$ cat src/rtl/gpio_irq_pkg.sv
package gpio_irq_pkg;

    localparam int BANK_W = 32;

    typedef struct packed {
        logic [BANK_W-1:0] rise;
        logic [BANK_W-1:0] fall;
        logic [BANK_W-1:0] mask;
        logic [BANK_W-1:0] itype;
        logic [BANK_W-1:0] pol;
        logic [BANK_W-1:0] wmask;
    } bank_cfg_t;

    typedef struct packed {
        bank_cfg_t         cfg;
        logic [BANK_W-1:0] src;
        logic [BANK_W-1:0] wsrc;
        logic [BANK_W-1:0] prev;
    } bank_state_t;

    typedef struct packed {
        logic rise;
        logic fall;
        logic mask;
        logic src;
        logic itype;
        logic pol;
        logic wmask;
        logic wsrc;
    } bank_wr_t;

endpackage

$ cat src/rtl/gpio_irq_detect.sv
module gpio_irq_detect #(
    parameter int W = 32
) (
    input  logic [W-1:0] pin,
    input  logic [W-1:0] prev,
    input  logic [W-1:0] rise,
    input  logic [W-1:0] fall,
    input  logic [W-1:0] itype,
    input  logic [W-1:0] pol,
    output logic [W-1:0] evt
);

    for (genvar i = 0; i < W; i++) begin : g_bit
        logic up_w;
        logic dn_w;

        assign up_w = pin[i] & ~prev[i];
        assign dn_w = ~pin[i] & prev[i];

        // Level mode: the polarity bit inverts which level is active.
        assign evt[i] = itype[i] ? (pin[i] ^ pol[i])
                                 : ((rise[i] & up_w) | (fall[i] & dn_w));
    end

endmodule

$ cat src/rtl/gpio_irq_bank.sv
module gpio_irq_bank
    import gpio_irq_pkg::*;
(
    input  logic              clk,
    input  logic              rst_n,
    input  logic [BANK_W-1:0] pin,
    input  bank_wr_t          wr,
    input  logic [BANK_W-1:0] wdata,
    output bank_cfg_t         cfg,
    output logic [BANK_W-1:0] src,
    output logic [BANK_W-1:0] wsrc,
    output logic              irq,
    output logic              wake
);

    bank_state_t       st_d, st_q;
    logic [BANK_W-1:0] evt;
    logic [BANK_W-1:0] clr_src;
    logic [BANK_W-1:0] clr_wsrc;

    gpio_irq_detect #(.W(BANK_W)) u_detect (
        .pin   (pin),
        .prev  (st_q.prev),
        .rise  (st_q.cfg.rise),
        .fall  (st_q.cfg.fall),
        .itype (st_q.cfg.itype),
        .pol   (st_q.cfg.pol),
        .evt   (evt)
    );

    assign clr_src  = wr.src  ? wdata : '0;
    assign clr_wsrc = wr.wsrc ? wdata : '0;

    always_comb begin
        st_d = st_q;
        if (wr.rise)  st_d.cfg.rise  = wdata;
        if (wr.fall)  st_d.cfg.fall  = wdata;
        if (wr.mask)  st_d.cfg.mask  = wdata;
        if (wr.itype) st_d.cfg.itype = wdata;
        if (wr.pol)   st_d.cfg.pol   = wdata;
        if (wr.wmask) st_d.cfg.wmask = wdata;
        st_d.src  = (st_q.src  & ~clr_src)  | evt;
        st_d.wsrc = (st_q.wsrc & ~clr_wsrc) | (evt & st_q.cfg.wmask);
        st_d.prev = pin;
    end

    always_ff @(posedge clk) begin
        if (!rst_n) st_q <= '0;
        else        st_q <= st_d;
    end

    assign cfg  = st_q.cfg;
    assign src  = st_q.src;
    assign wsrc = st_q.wsrc;
    assign irq  = |(st_q.src & st_q.cfg.mask);
    assign wake = |st_q.wsrc;

    AST_EVENT_WINS: assert property (@(posedge clk) disable iff (!rst_n)
        1'b1 |=> ((st_q.src & $past(evt)) == $past(evt)));
    AST_W1C_CLEARS: assert property (@(posedge clk) disable iff (!rst_n)
        1'b1 |=> ((st_q.src & $past(clr_src & ~evt)) == '0));
    AST_SRC_STICKY: assert property (@(posedge clk) disable iff (!rst_n)
        1'b1 |=> (($past(st_q.src) & ~$past(clr_src) & ~st_q.src) == '0));
    AST_WAKE_GATED: assert property (@(posedge clk) disable iff (!rst_n)
        1'b1 |=> (((st_q.wsrc & ~$past(st_q.wsrc)) & ~$past(st_q.cfg.wmask)) == '0));
    AST_EDGE_NEEDS_CHANGE: assert property (@(posedge clk) disable iff (!rst_n)
        ((~st_q.cfg.itype & ~(pin ^ st_q.prev) & evt) == '0));
    AST_MASKED_QUIET: assert property (@(posedge clk) disable iff (!rst_n)
        (st_q.cfg.mask == '0) |-> !irq);

endmodule

$ cat src/rtl/gpio_irq_wake.sv
module gpio_irq_wake
    import gpio_irq_pkg::*;
#(
    parameter int                NUM_PINS   = 64,
    parameter int                ADDR_W     = 12,
    parameter logic [ADDR_W-1:0] RISE_BASE  = 12'h064,
    parameter logic [ADDR_W-1:0] FALL_BASE  = 12'h07C,
    parameter logic [ADDR_W-1:0] MASK_BASE  = 12'h0AC,
    parameter logic [ADDR_W-1:0] SRC_BASE   = 12'h0C4,
    parameter logic [ADDR_W-1:0] TYPE_BASE  = 12'h300,
    parameter logic [ADDR_W-1:0] POL_BASE   = 12'h318,
    parameter logic [ADDR_W-1:0] WMASK_BASE = 12'h400,
    parameter logic [ADDR_W-1:0] WSRC_BASE  = 12'h418
) (
    input  logic                clk,
    input  logic                rst_n,
    input  logic [NUM_PINS-1:0] pin_in,
    input  logic                reg_we,
    input  logic [ADDR_W-1:0]   reg_addr,
    input  logic [31:0]         reg_wdata,
    output logic [31:0]         reg_rdata,
    output logic                irq_out,
    output logic                wake_out
);

    localparam int NBANK = NUM_PINS / BANK_W;

    bank_cfg_t         bcfg  [NBANK];
    logic [BANK_W-1:0] bsrc  [NBANK];
    logic [BANK_W-1:0] bwsrc [NBANK];
    logic [NBANK-1:0]  birq;
    logic [NBANK-1:0]  bwake;

    for (genvar b = 0; b < NBANK; b++) begin : g_bank
        localparam logic [ADDR_W-1:0] OFS = ADDR_W'(4 * b);
        bank_wr_t wr_w;

        always_comb begin
            wr_w       = '0;
            wr_w.rise  = reg_we && (reg_addr == RISE_BASE  + OFS);
            wr_w.fall  = reg_we && (reg_addr == FALL_BASE  + OFS);
            wr_w.mask  = reg_we && (reg_addr == MASK_BASE  + OFS);
            wr_w.src   = reg_we && (reg_addr == SRC_BASE   + OFS);
            wr_w.itype = reg_we && (reg_addr == TYPE_BASE  + OFS);
            wr_w.pol   = reg_we && (reg_addr == POL_BASE   + OFS);
            wr_w.wmask = reg_we && (reg_addr == WMASK_BASE + OFS);
            wr_w.wsrc  = reg_we && (reg_addr == WSRC_BASE  + OFS);
        end

        gpio_irq_bank u_bank (
            .clk   (clk),
            .rst_n (rst_n),
            .pin   (pin_in[b*BANK_W +: BANK_W]),
            .wr    (wr_w),
            .wdata (reg_wdata),
            .cfg   (bcfg[b]),
            .src   (bsrc[b]),
            .wsrc  (bwsrc[b]),
            .irq   (birq[b]),
            .wake  (bwake[b])
        );
    end

    always_comb begin
        reg_rdata = '0;
        for (int b = 0; b < NBANK; b++) begin
            if (reg_addr == RISE_BASE  + ADDR_W'(4*b)) reg_rdata = bcfg[b].rise;
            if (reg_addr == FALL_BASE  + ADDR_W'(4*b)) reg_rdata = bcfg[b].fall;
            if (reg_addr == MASK_BASE  + ADDR_W'(4*b)) reg_rdata = bcfg[b].mask;
            if (reg_addr == SRC_BASE   + ADDR_W'(4*b)) reg_rdata = bsrc[b];
            if (reg_addr == TYPE_BASE  + ADDR_W'(4*b)) reg_rdata = bcfg[b].itype;
            if (reg_addr == POL_BASE   + ADDR_W'(4*b)) reg_rdata = bcfg[b].pol;
            if (reg_addr == WMASK_BASE + ADDR_W'(4*b)) reg_rdata = bcfg[b].wmask;
            if (reg_addr == WSRC_BASE  + ADDR_W'(4*b)) reg_rdata = bwsrc[b];
        end
    end

    assign irq_out  = |birq;
    assign wake_out = |bwake;

    AST_QUIET_AFTER_RESET: assert property (@(posedge clk) disable iff (!rst_n)
        $rose(rst_n) |-> (!irq_out && !wake_out));

endmodule

$ cat config.mk
export PLATFORM = sky130hd
export DESIGN_NAME = gpio_irq_wake
export DESIGN_NICKNAME = d
export VERILOG_FILES = /design/src/rtl/gpio_irq_pkg.sv /design/src/rtl/gpio_irq_detect.sv /design/src/rtl/gpio_irq_bank.sv /design/src/rtl/gpio_irq_wake.sv
export SDC_FILE = /design/constraint.sdc
export NUM_CORES = 1
export LEC_CHECK = 0
export ABC_AREA = 1
export BUFFER_PORTS_ARGS = -buffer_cell sky130_fd_sc_hd__buf_4
export CAP_MARGIN = 40
export CORE_MARGIN = 5
export CORE_UTILIZATION = 47
export DETAILED_ROUTE_END_ITERATION = 7
export GPL_TIMING_DRIVEN = 0
export REMOVE_ABC_BUFFERS = 1
export SLEW_MARGIN = 20
export SYNTH_ARGS = -nofsm -noshare
export SYNTH_HDL_FRONTEND = slang
export SYNTH_SLANG_ARGS = --single-unit
$ cat constraint.sdc
create_clock -name clk -period 3.63 [get_ports clk]
set_input_delay 0.1815 -clock clk [delete_from_list [all_inputs] [get_ports clk]]
set_output_delay 0.1815 -clock clk [all_outputs]
set_load 0.1 [all_outputs]
-- Yosys cells after proc, flatten, opt, wreduce, memory -nomap -nowiden
Index checks and enable logic that the tools add are counted.
- bits in registers: 576
- latch bits: 0
- memory bits (writable): 0
- ROM bits: 0
- bits of input ports: 111
- output and inout port bits: 34
- word-level logic and storage cells: 664
- memories: 0
- add/subtract/negate cells: 0
- multipliers: 0
- divide/modulo/power cells: 0
- order comparisons: 0
- eq/ne operators: 16
- shifts and indexed selects: 0
- mux-type cells: 84
- bitwise operators: 528
- reduce and logical (&&, ||, !) cells: 18
- operators by type and width (cell ; count):
    two-way mux 32 bit ; 20
    AND 1 bit ; 256
    AND 32 bit ; 8
    inverter 1 bit ; 128
    inverter 32 bit ; 4
    OR 32 bit ; 4
    OR reduction 64 bit ; 2
    two-way mux 1 bit ; 64
    OR 1 bit ; 64
    XOR 1 bit ; 64
    equality test 12 x 8 -> 1 bit (second input constant) ; 5
    equality test 12 x 10 -> 1 bit (second input constant) ; 4
    equality test 12 x 11 -> 1 bit (second input constant) ; 4
    equality test 12 x 7 -> 1 bit (second input constant) ; 3
    logical AND 1 bit ; 16

-- Longest topological paths before layout
Gate-level depths: netlist of run 1.
- depth after elaboration: 17
- depth in mapped cells: 31

-- Hierarchy
From an unflattened synthesis of run 1, not the netlist that was laid out.
- cells, all modules: 5036
- area total of the unflattened synthesis: 33015.4 um2
- by module, submodules not included (module ; instances ; cells an instance ; area each (um2) ; sequential area each (um2)):
    gpio_irq_bank ; 2 ; 1384 ; 11668.7 ; 5765.5
    gpio_irq_wake ; 1 ; 1436 ; 6475.0 ; 0.0
    gpio_irq_detect ; 2 ; 416 ; 1601.5 ; 0.0

-- Worst setup path after synthesis of run 1
Ideal clock, no wire load.
- path kind: input to output
- start point: input port reg_addr[3]
- end point: output port reg_rdata[10]
- data arrival time: 2.639 ns
- required time: 3.448 ns
- setup slack: 0.809 ns
- cell stages on the path: 13
- buffers on the path: 1
- cell sequence: nand2_1 > inv_1 > nand2_1 > nor2_1 > nand2_4 > inv_2 > buf_2 > a21oi_1 > o211ai_1 > a221oi_1 > o2111ai_1 > a2111oi_0 > o2111ai_1
- cells in the longest elaborated chain, start to end: 17
- RTL lines (what ; RTL line ; source):
    start, declared ; gpio_irq_wake.sv:19 ; input logic [ADDR_W-1:0] reg_addr,
    equality test 12 x 7 -> 1 bit ; gpio_irq_wake.sv:67 ; if (reg_addr == RISE_BASE + ADDR_W'(4*b)) reg_rdata = bcfg[b].rise;
    two-way mux 32 bit ; gpio_irq_wake.sv:67 ;
    two-way mux 32 bit ; gpio_irq_wake.sv:68 ; if (reg_addr == FALL_BASE + ADDR_W'(4*b)) reg_rdata = bcfg[b].fall;
    two-way mux 32 bit ; gpio_irq_wake.sv:69 ; if (reg_addr == MASK_BASE + ADDR_W'(4*b)) reg_rdata = bcfg[b].mask;
    two-way mux 32 bit ; gpio_irq_wake.sv:70 ; if (reg_addr == SRC_BASE + ADDR_W'(4*b)) reg_rdata = bsrc[b];
    two-way mux 32 bit ; gpio_irq_wake.sv:71 ; if (reg_addr == TYPE_BASE + ADDR_W'(4*b)) reg_rdata = bcfg[b].itype;
    two-way mux 32 bit ; gpio_irq_wake.sv:72 ; if (reg_addr == POL_BASE + ADDR_W'(4*b)) reg_rdata = bcfg[b].pol;
    two-way mux 32 bit ; gpio_irq_wake.sv:73 ; if (reg_addr == WMASK_BASE + ADDR_W'(4*b)) reg_rdata = bcfg[b].wmask;
    two-way mux 32 bit ; gpio_irq_wake.sv:74 ; if (reg_addr == WSRC_BASE + ADDR_W'(4*b)) reg_rdata = bwsrc[b];
    two-way mux 32 bit ; gpio_irq_wake.sv:67 ;
    two-way mux 32 bit ; gpio_irq_wake.sv:68 ;
    two-way mux 32 bit ; gpio_irq_wake.sv:69 ;
    two-way mux 32 bit ; gpio_irq_wake.sv:70 ;
    two-way mux 32 bit ; gpio_irq_wake.sv:71 ;
    two-way mux 32 bit ; gpio_irq_wake.sv:72 ;
    two-way mux 32 bit ; gpio_irq_wake.sv:73 ;
    two-way mux 32 bit (*) ; gpio_irq_wake.sv:74 ;
    end, declared ; gpio_irq_wake.sv:21 ; output logic [31:0] reg_rdata,
Mark *: on every way between the ends. The rest lies on a longest branch, timed or not.

-- Final worst setup path of run 1
- start point: input port reg_addr[11]
- end point: output port reg_rdata[25]
Same word-level chain as after synthesis.

==> results by stage, run 1 <==
STA:
- Between clock sinks in the finished design, the worst skew comes to roughly 16 ps.
- The final setup violation count is 0.
- The final number of hold-violating endpoints was 0.
- After layout, the minimum clock period comes to approximately 3500 ps.
- Static timing analysis puts the maximum clock frequency at 286.2 MHz.
- The share of the cycle needed by the critical path after routing is 96.26%.
- The number of max-slew violations in the final report is 0.
- After layout, the worst setup slack is 135.7 ps.
- At the pin with the least slew margin, the transition time is around 950 ps.
- Measured against its own limit, the worst slew margin works out to 36.17%.

Routing:
- The detailed-route wire length per cell is 21.42 µm.
- Wires add up to 99.02 mm.
- Once detail routing completed, the nets flagged for antenna violations numbered 0.
- In this run, the number of DRC markers left after iteration 0 of detailed routing was 3020.
- The iteration count of the initial detailed-routing pass is 5.
- After detailed routing, the number of remaining DRC violations is 0.
- Detailed routing inserted a total of approximately 27k vias.
- The routed via count divided by cell count is 5.813.

Placed design:
- The total cell area at the placement stage is 0.02836 mm².
- The final weighted congestion in routability-driven placement is 0.9046.
- The count of buffers added on input and output ports is between 100 and 150.
- The pre-CTS worst setup slack is -436.8 ps.
- The placed wire-length estimate after detailed placement is 63.19 mm.
- After detailed placement, the design holds a cell count of about 4.4k.

Job:
- The number of max-cap violations is 0.

Floorplan:
- The die outline width is 246.2 µm.
- The die is around 250 µm tall.
- The I/O pin count is 145.
- After floorplanning, the core was sized to cover 0.05520 mm².
- The die area is 0.06062 mm².
- Once the floorplan was initialized, standard cells occupied 47.51% of the core.
- The row count is 86.

Cells and area:
- The final core utilization is 57.22%.
- The final design area excluding fillers is 0.03159 mm².
- Fill cells in the final layout number 5227.
- The synthesis-to-finish area growth is 20.44%.
- Of the cells placed in the final design, the portion with a size suffix greater than 1 is 9.760%.
- For this run, the post-layout net count is 3941.
- Leaving out filler cells and counting taps, the final layout contains 4623.

Global routing:
- Global routing finished with a remaining overflow of 0.
- The initial antenna violation count is 4.
- The first global-routing pass estimated between 100 and 150 mm of wire.
- The via count of the first global-routing pass is 24.57k.
- The largest net degree at the start of global routing is approximately 130.
- The combined global-route utilization of all metal layers is 31.48%.

Synthesis:
- The post-synthesis cell area is 0.02622 mm².
- Yosys mapped the design onto 42 distinct sky130hd cell types.
- After synthesis, the share of cell area in mux cells is 0%.
- The most used flip-flop cell after synthesis is dfxtp_1.
- The simple-gate area share of the yosys netlist is about 17%.
- Yosys printed 0 warnings.
- The post-synthesis register bit count is around 580.
- After synthesis, the share of flip-flops with an asynchronous set or reset is 0%.
- In this run the mean area of a mapped cell was 7.089 µm².
- Summing the areas of all fa, ha and maj instances in the mapped netlist gives 0% of the synthesized area.
- The combinational family with the most area after synthesis is compound AO/OA/AOI/OAI gates.
- Counting flops with a built-in enable in the synthesized netlist gives 0.
- Counting every instance in the synthesized netlist gives about 3.7k.
- The xor/xnor share of the synthesized area is 0%.
- The sequential-to-total area share from yosys stat is 43.97%.
- The compound-cell area share of the yosys netlist is between 20 and 30%.

Critical path:
- Setup slack on the worst reg-to-reg path comes out at ~2400 ps.
- The signal on the critical path passes through buf_4 > nor2_2 > nand2_4 > nor2_1 > nand2_2 > clkinv_2 > buf_12 > nand2_1 > o2111ai_1 > a2111oi_0 > o2111ai_1 > buf_4.
- The startpoint identified for the worst register-to-register timing path is g_bank[1].u_bank.cfg[185].
- The worst register-to-register path ends at g_bank[1].u_bank.wsrc[25].
- The delay of the slowest cell on the worst path is 660 ps.
- The critical path endpoint is reg_rdata[25].
- The critical path required time is 3450 ps.
- STA classifies the critical path startpoint as an input port.
- The endpoint type of the worst setup path is an output pin.
- The highest net fanout along the worst path is 25.
- The launch point of the worst path is reg_addr[11].
- The number of cells on the worst reg-to-reg path is 6.
- The data arrival at the endpoint of the critical path is 3310 ps.
- The slowest stage of the critical path belongs to the cell clkinv_2.
- The type of the worst setup path is in -> out.

Worst hold path:
- The min-delay analysis places its worst path in the category in -> reg.

Clock tree:
- In this run the post-CTS setup repair buffer count came out at 0.
- In this run the number of H-tree levels came out at 3.
- TritonCTS built the clock tree.
- At the later pin of the worst-skew pair, clock insertion delay measures 600 ps.
- CTS placed an instance of clkbuf_16 at the clock tree root.
- The number of sinks driven by the clock tree is 576.
- In this run, CTS created clock tree buffers numbering 66.
- The longest clock path from root to sink contains 3 buffers.
- After clock tree synthesis, the clock-pin slew on the worst setup and hold paths is around 60 ps.

Pwr:
- The cell leakage power is 12.09 nW.
- In this run the power density over the cells is 431.2 mW/mm².
- The highest ir drop seen on vdd is 0.2699 mV.

Status:
- The run finished with clean final reports.
worst max-delay path: cells and delay by family:
kind | cells | cell delay (ps)
buffers and inverters | 4 | 1400
and+or+nand+nor | 5 | 940
AOI/OAI and AO/OA | 3 | 730
kinds of logic (layout without fill, tap and decap cells):
| logic type | after synthesis | in the layout |
|---|---|---|
| buf+inv | 722 | 896 |
| other cells | 0 | 2 |
| flops | 576 | 576 |
| simple gates | 1033 | 1033 |
| compound gates | 1368 | 1368 |
worst min-delay path by stage:
stage	depth (start not counted)	to	start	slack, ps
2_1_floorplan	2	g_bank[0].u_bank.st_q[0]	pin_in[0]	270
3_3_place_gp	3	g_bank[0].u_bank.st_q[1]	pin_in[1]	370
3_5_place_dp	3	g_bank[0].u_bank.st_q[1]	pin_in[1]	380
4_1_cts	3	g_bank[1].u_bank.cfg[129]	reg_we	80
5_1_grt	3	g_bank[1].u_bank.cfg[0]	reg_we	120
6_report	3	g_bank[1].u_bank.cfg[129]	reg_we	90
power breakdown:
| group | total [mW] | switching (mW) | internal, mW | leakage, nW |
|---|---|---|---|---|
| Sequential | 6.40 | 0.0261 | 6.37 | 4.66 |
| Clock | 6.58 | 2.69 | 3.89 | 1.04 |
| Combinational | 0.644 | 0.404 | 0.240 | 6.39 |
registers in the layout (all words and copies together) (netlist names):
register            flops
g_bank.u_bank.src      64
g_bank.u_bank.cfg     384
g_bank.u_bank.wsrc     64
g_bank.u_bank.st_q     64
layer usage:
layer  part of all wire, %  up-vias  global-route usage, %  routed length, µm
li1                      -    12750                      -                  -
met1                    42    12610                  43.87              41930
met2                    44     1304                  49.34              43540
met3                   9.9      216                  5.337               9803
met4                   3.8        0                  11.62               3747
met5                     0        -                      0                  0
cell usage after synthesis (6+ instances only):
cell type / instances / area share [%]
or2_2: 18 / 0.43
dfxtp_1: 576 / 44
nand3_1: 166 / 3.2
o21ai_0: 550 / 10
buf_1: 6 / 0.086
buf_2: 14 / 0.27
o311ai_0: 17 / 0.57
a2111oi_0: 9 / 0.30
nor2_2: 11 / 0.26
nand2_2: 8 / 0.19
o22ai_1: 35 / 0.83
a211oi_1: 7 / 0.20
inv_1: 476 / 6.8
nand4_1: 21 / 0.50
a221oi_1: 25 / 0.83
nor2_1: 91 / 1.3
o221ai_1: 49 / 1.6
nand2_1: 682 / 9.8
inv_2: 9 / 0.13
o211ai_1: 14 / 0.40
clkbuf_1: 205 / 2.9
o2111ai_1: 37 / 1.2
a21oi_1: 600 / 11
nor4_1: 16 / 0.38
o21a_1: 10 / 0.29
cell usage in the layout (no fill, tap or decap), drive strengths merged, types with 13 or more instances in the layout:
| master | instances |
|---|---|
| a2111oi | 13 |
| a21oi | 600 |
| a221oi | 28 |
| buf | 186 |
| clkbuf | 101 |
| clkinv | 13 |
| dfxtp | 576 |
| dlygate4sd3 | 107 |
| inv | 486 |
| nand2 | 692 |
| nand3 | 169 |
| nand4 | 21 |
| nor2 | 105 |
| nor4 | 16 |
| o2111ai | 37 |
| o211ai | 14 |
| o21ai | 554 |
| o221ai | 49 |
| o22ai | 35 |
| o311ai | 17 |
| or2 | 19 |
timing repair:
action,4_1_cts,5_1_grt
hold buffers,107,0
resized for setup,6,5
gates cloned,0,0
endpoints found under the hold margin,398,0
endpoints found under the setup margin,13,6
area by class of cell:
class	count	area, µm²	area share [%]
multi-input cells	2401	12090	38.28
clock buffers	101	2019	6.394
flip-flops and latches	576	11530	36.51
diodes	2	5.005	0.01585
clock inverters	10	78.83	0.2496
well taps	748	935.9	2.963
inverters	490	1871	5.922
repair buffers	295	3054	9.670
through the flow:
stage	hold WS [ps]	TNS, ps	total power, mW
after global placement	372.3	-2074740	7.047
final	93.77	0	13.62
after CTS	81.64	-62.89	13.68
after global routing	122.1	-38.99	14.04
after floorplan	275.0	0	6.712
after detailed placement	379.1	-2676	7.068
Power figures use the tool's default switching activity.
==> run 2: changes to the inputs <==
SETUP_SLACK_MARGIN = 0.2   (was not set)
==> results by stage, run 2 (synthesized netlist as in run 1, its figures left out) <==
Status:
- The run finished with clean final reports.

Routing:
- The violation count after the first detailed-routing iteration is 2947 (-2.4%).
- The number of DRC violations after detailed routing is 0 (unchanged).
- The met2 wire length is 44.21 mm (+1.5%).
- The iteration count of the initial detailed-routing pass was 8 (+3).
- The number of nets with antenna violations after detailed routing is 0 (unchanged).
- The length of routed met3 wiring is 9.625 mm (-1.8%).
- The routed length on met1 is 42.28 mm (+0.83%).
- The detailed-route wire length per cell came to 21.51 µm (+0.41%).
- The via count of the routed design is 26.80k (-0.29%).
- The highest metal layer with signal wires is met4.
- The wire length after detailed routing is 99.47 mm (+0.46%).
- The routed via count divided by cell count is 5.794 (-0.33%).

Cells and area:
- The most common library cell in the layout ignoring fill and taps is nand2_1.
- The number of flip-flops under the largest register name is 384 (unchanged).
- Relative to the synthesized area, the layout overhead comes to 20.66%.
- The final design area excluding fillers is 0.03164 mm² (+0.18%).
- The fraction of final layout cells with drive strength greater than 1 is 9.832% (+0.072 points).
- The total number of nets in the final design is 3943 (+0.051%).
- The final standard cell count with taps included and fillers excluded is 4625 (+0.043%).
- In the layout the commonest cells are nand2_1 (663), a21oi_1 (600), dfxtp_1 (576), o21ai_0 (550), inv_1 (471).

Pwr:
- The net switching power was 3.157 mW (+1.1%).
- The power per cell area is 431.5 mW/mm² (about the same).
- The share of power burned in the clock network is 48.4% (about the same).
- The internal power component is 10.50 mW (about the same).
- The part of the total power dissipated in sequential elements is 46.8% (-0.2 points).
- The combinational cell fraction of total power is 4.7% (about the same).
- The overall power is 13.65 mW (+0.26%).
- The highest ir drop seen on vdd is 0.2706 mV (+0.26%).
- The cell leakage power is 12.12 nW (+0.31%).
- The switching fraction of total power is 23.12% (+0.19 points).

Clock tree:
- In this run the clock root is driven by a clkbuf_16.
- The insertion delay of the later-clocked pin in the worst-skew pair is 600 ps (about the same).
- The number of sinks driven by the clock tree is 576 (unchanged).
- The deepest level of the CTS H-tree is 3 (unchanged).
- TritonCTS built the clock tree.
- The number of CTS-inserted buffers is 66 (unchanged).
- The maximum clock path buffer count is 3 (unchanged).
- The clock slew at the register clock pins of the worst setup and hold paths is 60 ps (about the same).

Critical path:
- The critical path required time came to 3450 ps (about the same).
- The signal on the critical path passes through buf_4 > nor2_4 > nand3_1 > nor3_4 > buf_16 > inv_1 > o221ai_1 > a221oi_1 > o211ai_1 > nor2_1 > o221ai_1 > o22ai_1 > o211ai_1 > buf_4.
- The worst register-to-register path begins at g_bank[0].u_bank.cfg[184].
- The number of cells on the worst reg-to-reg path came to 4 (-2).
- The cell with the largest stage delay on the worst path is nor3_4.
- The data arrival at the endpoint of the critical path is 3190 ps (-120 ps).
- By startpoint and endpoint, the worst setup path is classified as in -> out.
- The sum of buffers and inverters on the critical path came to 4 (unchanged).
- Grouping stages by cell kind, the critical path spends the most delay in simple AND/OR/NAND/NOR gates.
- STA classifies the critical path endpoint as an output pin.
- The highest net fanout along the worst path is 10 (-60%).
- STA classifies the critical path startpoint as an input port.
- The endpoint identified for the worst register-to-register timing path is g_bank[0].u_bank.wsrc[24].
- The delay of the slowest cell on the worst path is 680 ps (+20 ps).
- The register-to-register setup slack is 2290 ps (-60 ps).

Floorplan:
- The die span in y is 246.2 µm (unchanged).
- The die area is 0.06062 mm² (unchanged).
- The area inside the core boundary is 0.05520 mm² (unchanged).
- The starting density of the core is 47.51% (unchanged).
- The row count is 86 (unchanged).
- The I/O pin count came to 145 (unchanged).
- The die outline width is 246.2 µm (unchanged).

STA:
- The final number of hold-violating endpoints came to 0 (unchanged).
- The worst hold slack came to 111.1 ps (+17.30 ps).
- Setup repair after global routing could not meet its margin everywhere.
- The final critical-path required period is 3367 ps (-127.3 ps).
- The worst-case headroom to the max-slew limit is 35.99% (-0.18 points).
- The number of max-slew violations in the final report came to 0 (unchanged).
- The achievable clock frequency is 297.0 MHz (+3.8%).
- The final setup violation count came to 0 (unchanged).
- The transition time of the tightest slew-check pin is 960.1 ps (+11.45 ps).
- The post-route clock skew came to 15.42 ps (-0.2644 ps).
- The share of the cycle needed by the critical path after routing is 92.75% (-3.5 points).

Placed design:
- The total cell area at the placement stage is 0.02836 mm² (unchanged).
- The placed wire-length estimate after detailed placement is 63.19 mm (unchanged).
- The total of buffers placed on input and output ports is 144 (unchanged).
- The final weighted congestion in routability-driven placement is 0.9046 (unchanged).
- The cell count after placement is 4402 (unchanged).

Job:
- The number of max-cap violations is 0 (unchanged).

Global routing:
- The largest net degree at the start of global routing is 126 (unchanged).
- The wire length of the first global-routing pass is 148.3 mm (about the same).
- The combined global-route utilization of all metal layers is 31.49% (about the same).
- The via count of the first global-routing pass is 24.57k (-0.0041%).
- The initial antenna violation count came to 4 (unchanged).
- The overflow left after global routing was 0 (unchanged).

Worst hold path:
- In this run the most critical hold path is launched from reg_we.
- The type of the most critical hold path is in -> reg.
- The path with the worst hold slack has its endpoint at g_bank[1].u_bank.cfg[129].
- The hold path depth came to 3 (unchanged).
-- run 2: metrics by stage --
| stage | utilization [%] | setup WS (ps) | setup TNS (ps) |
|---|---|---|---|
| floorplan | - | 3.557 | 0 |
| global placement | 49.49 | -7413 | -2074740 |
| detailed placement | 51.37 | -436.8 | -2676 |
| CTS | 57.18 | 152.0 | 0 |
| global route | 57.32 | 166.2 | 0 |
| finish | 57.32 | 263.0 | 0 |
-- run 2: worst register-to-register path: stages (launching register included) --
cell	delay [ps]
dfxtp_1	310
inv_1	60
o311ai_0	570
nand3_1	160
a21oi_1	160
-- run 2: final cells by class --
cell class	count	area [µm²]
fill	5222	23560
antenna	2	5.005
multi-input combinational	2402	12130
sequential	576	11530
inverter	490	1888
clock inverter	10	78.83
clock buffer	101	2019
timing repair buffer	296	3058
tap	748	935.9
-- run 2: how the worst max path moves through the flow --
stage | startpoint | end | slack (ps) | cells past startpoint
finish | reg_addr[1] | reg_rdata[22] | 260 | 14
global route | reg_addr[1] | reg_rdata[13] | 170 | 26
CTS | reg_addr[1] | reg_rdata[28] | 150 | 31
detailed placement | reg_addr[2] | reg_rdata[28] | -440 | 31
global placement | rst_n | g_bank[0].u_bank.src[13] | -7410 | 3
floorplan | rst_n | g_bank[0].u_bank.cfg[10] | 4 | 2
-- run 2: repair_timing --
item                                   4_1_cts  5_1_grt
resized for setup                           12       11
cloned                                       0        1
endpoints found under the hold margin      398        0
hold buffers                               107        0
setup endpoints to repair                   31        8
pin swaps                                    0        4
buffers inserted                             0        2
-- run 2: per-layer routing --
layer / up-vias / GRT usage (%)
met5: - / 0
met4: 0 / 11.60
met3: 189 / 5.327
met2: 1274 / 49.37
met1: 12570 / 43.89
li1: 12760 / -
-- run 2: power by group through the flow --
stage / clock (mW) / sequential, mW / combinational [mW]
2_1_floorplan: 0 / 6.53 / 0.186
5_1_grt: 6.94 / 6.40 / 0.700
3_5_place_dp: 0 / 6.53 / 0.535
4_1_cts: 6.66 / 6.39 / 0.632
6_report: 6.61 / 6.39 / 0.645
3_3_place_gp: 0 / 6.53 / 0.516
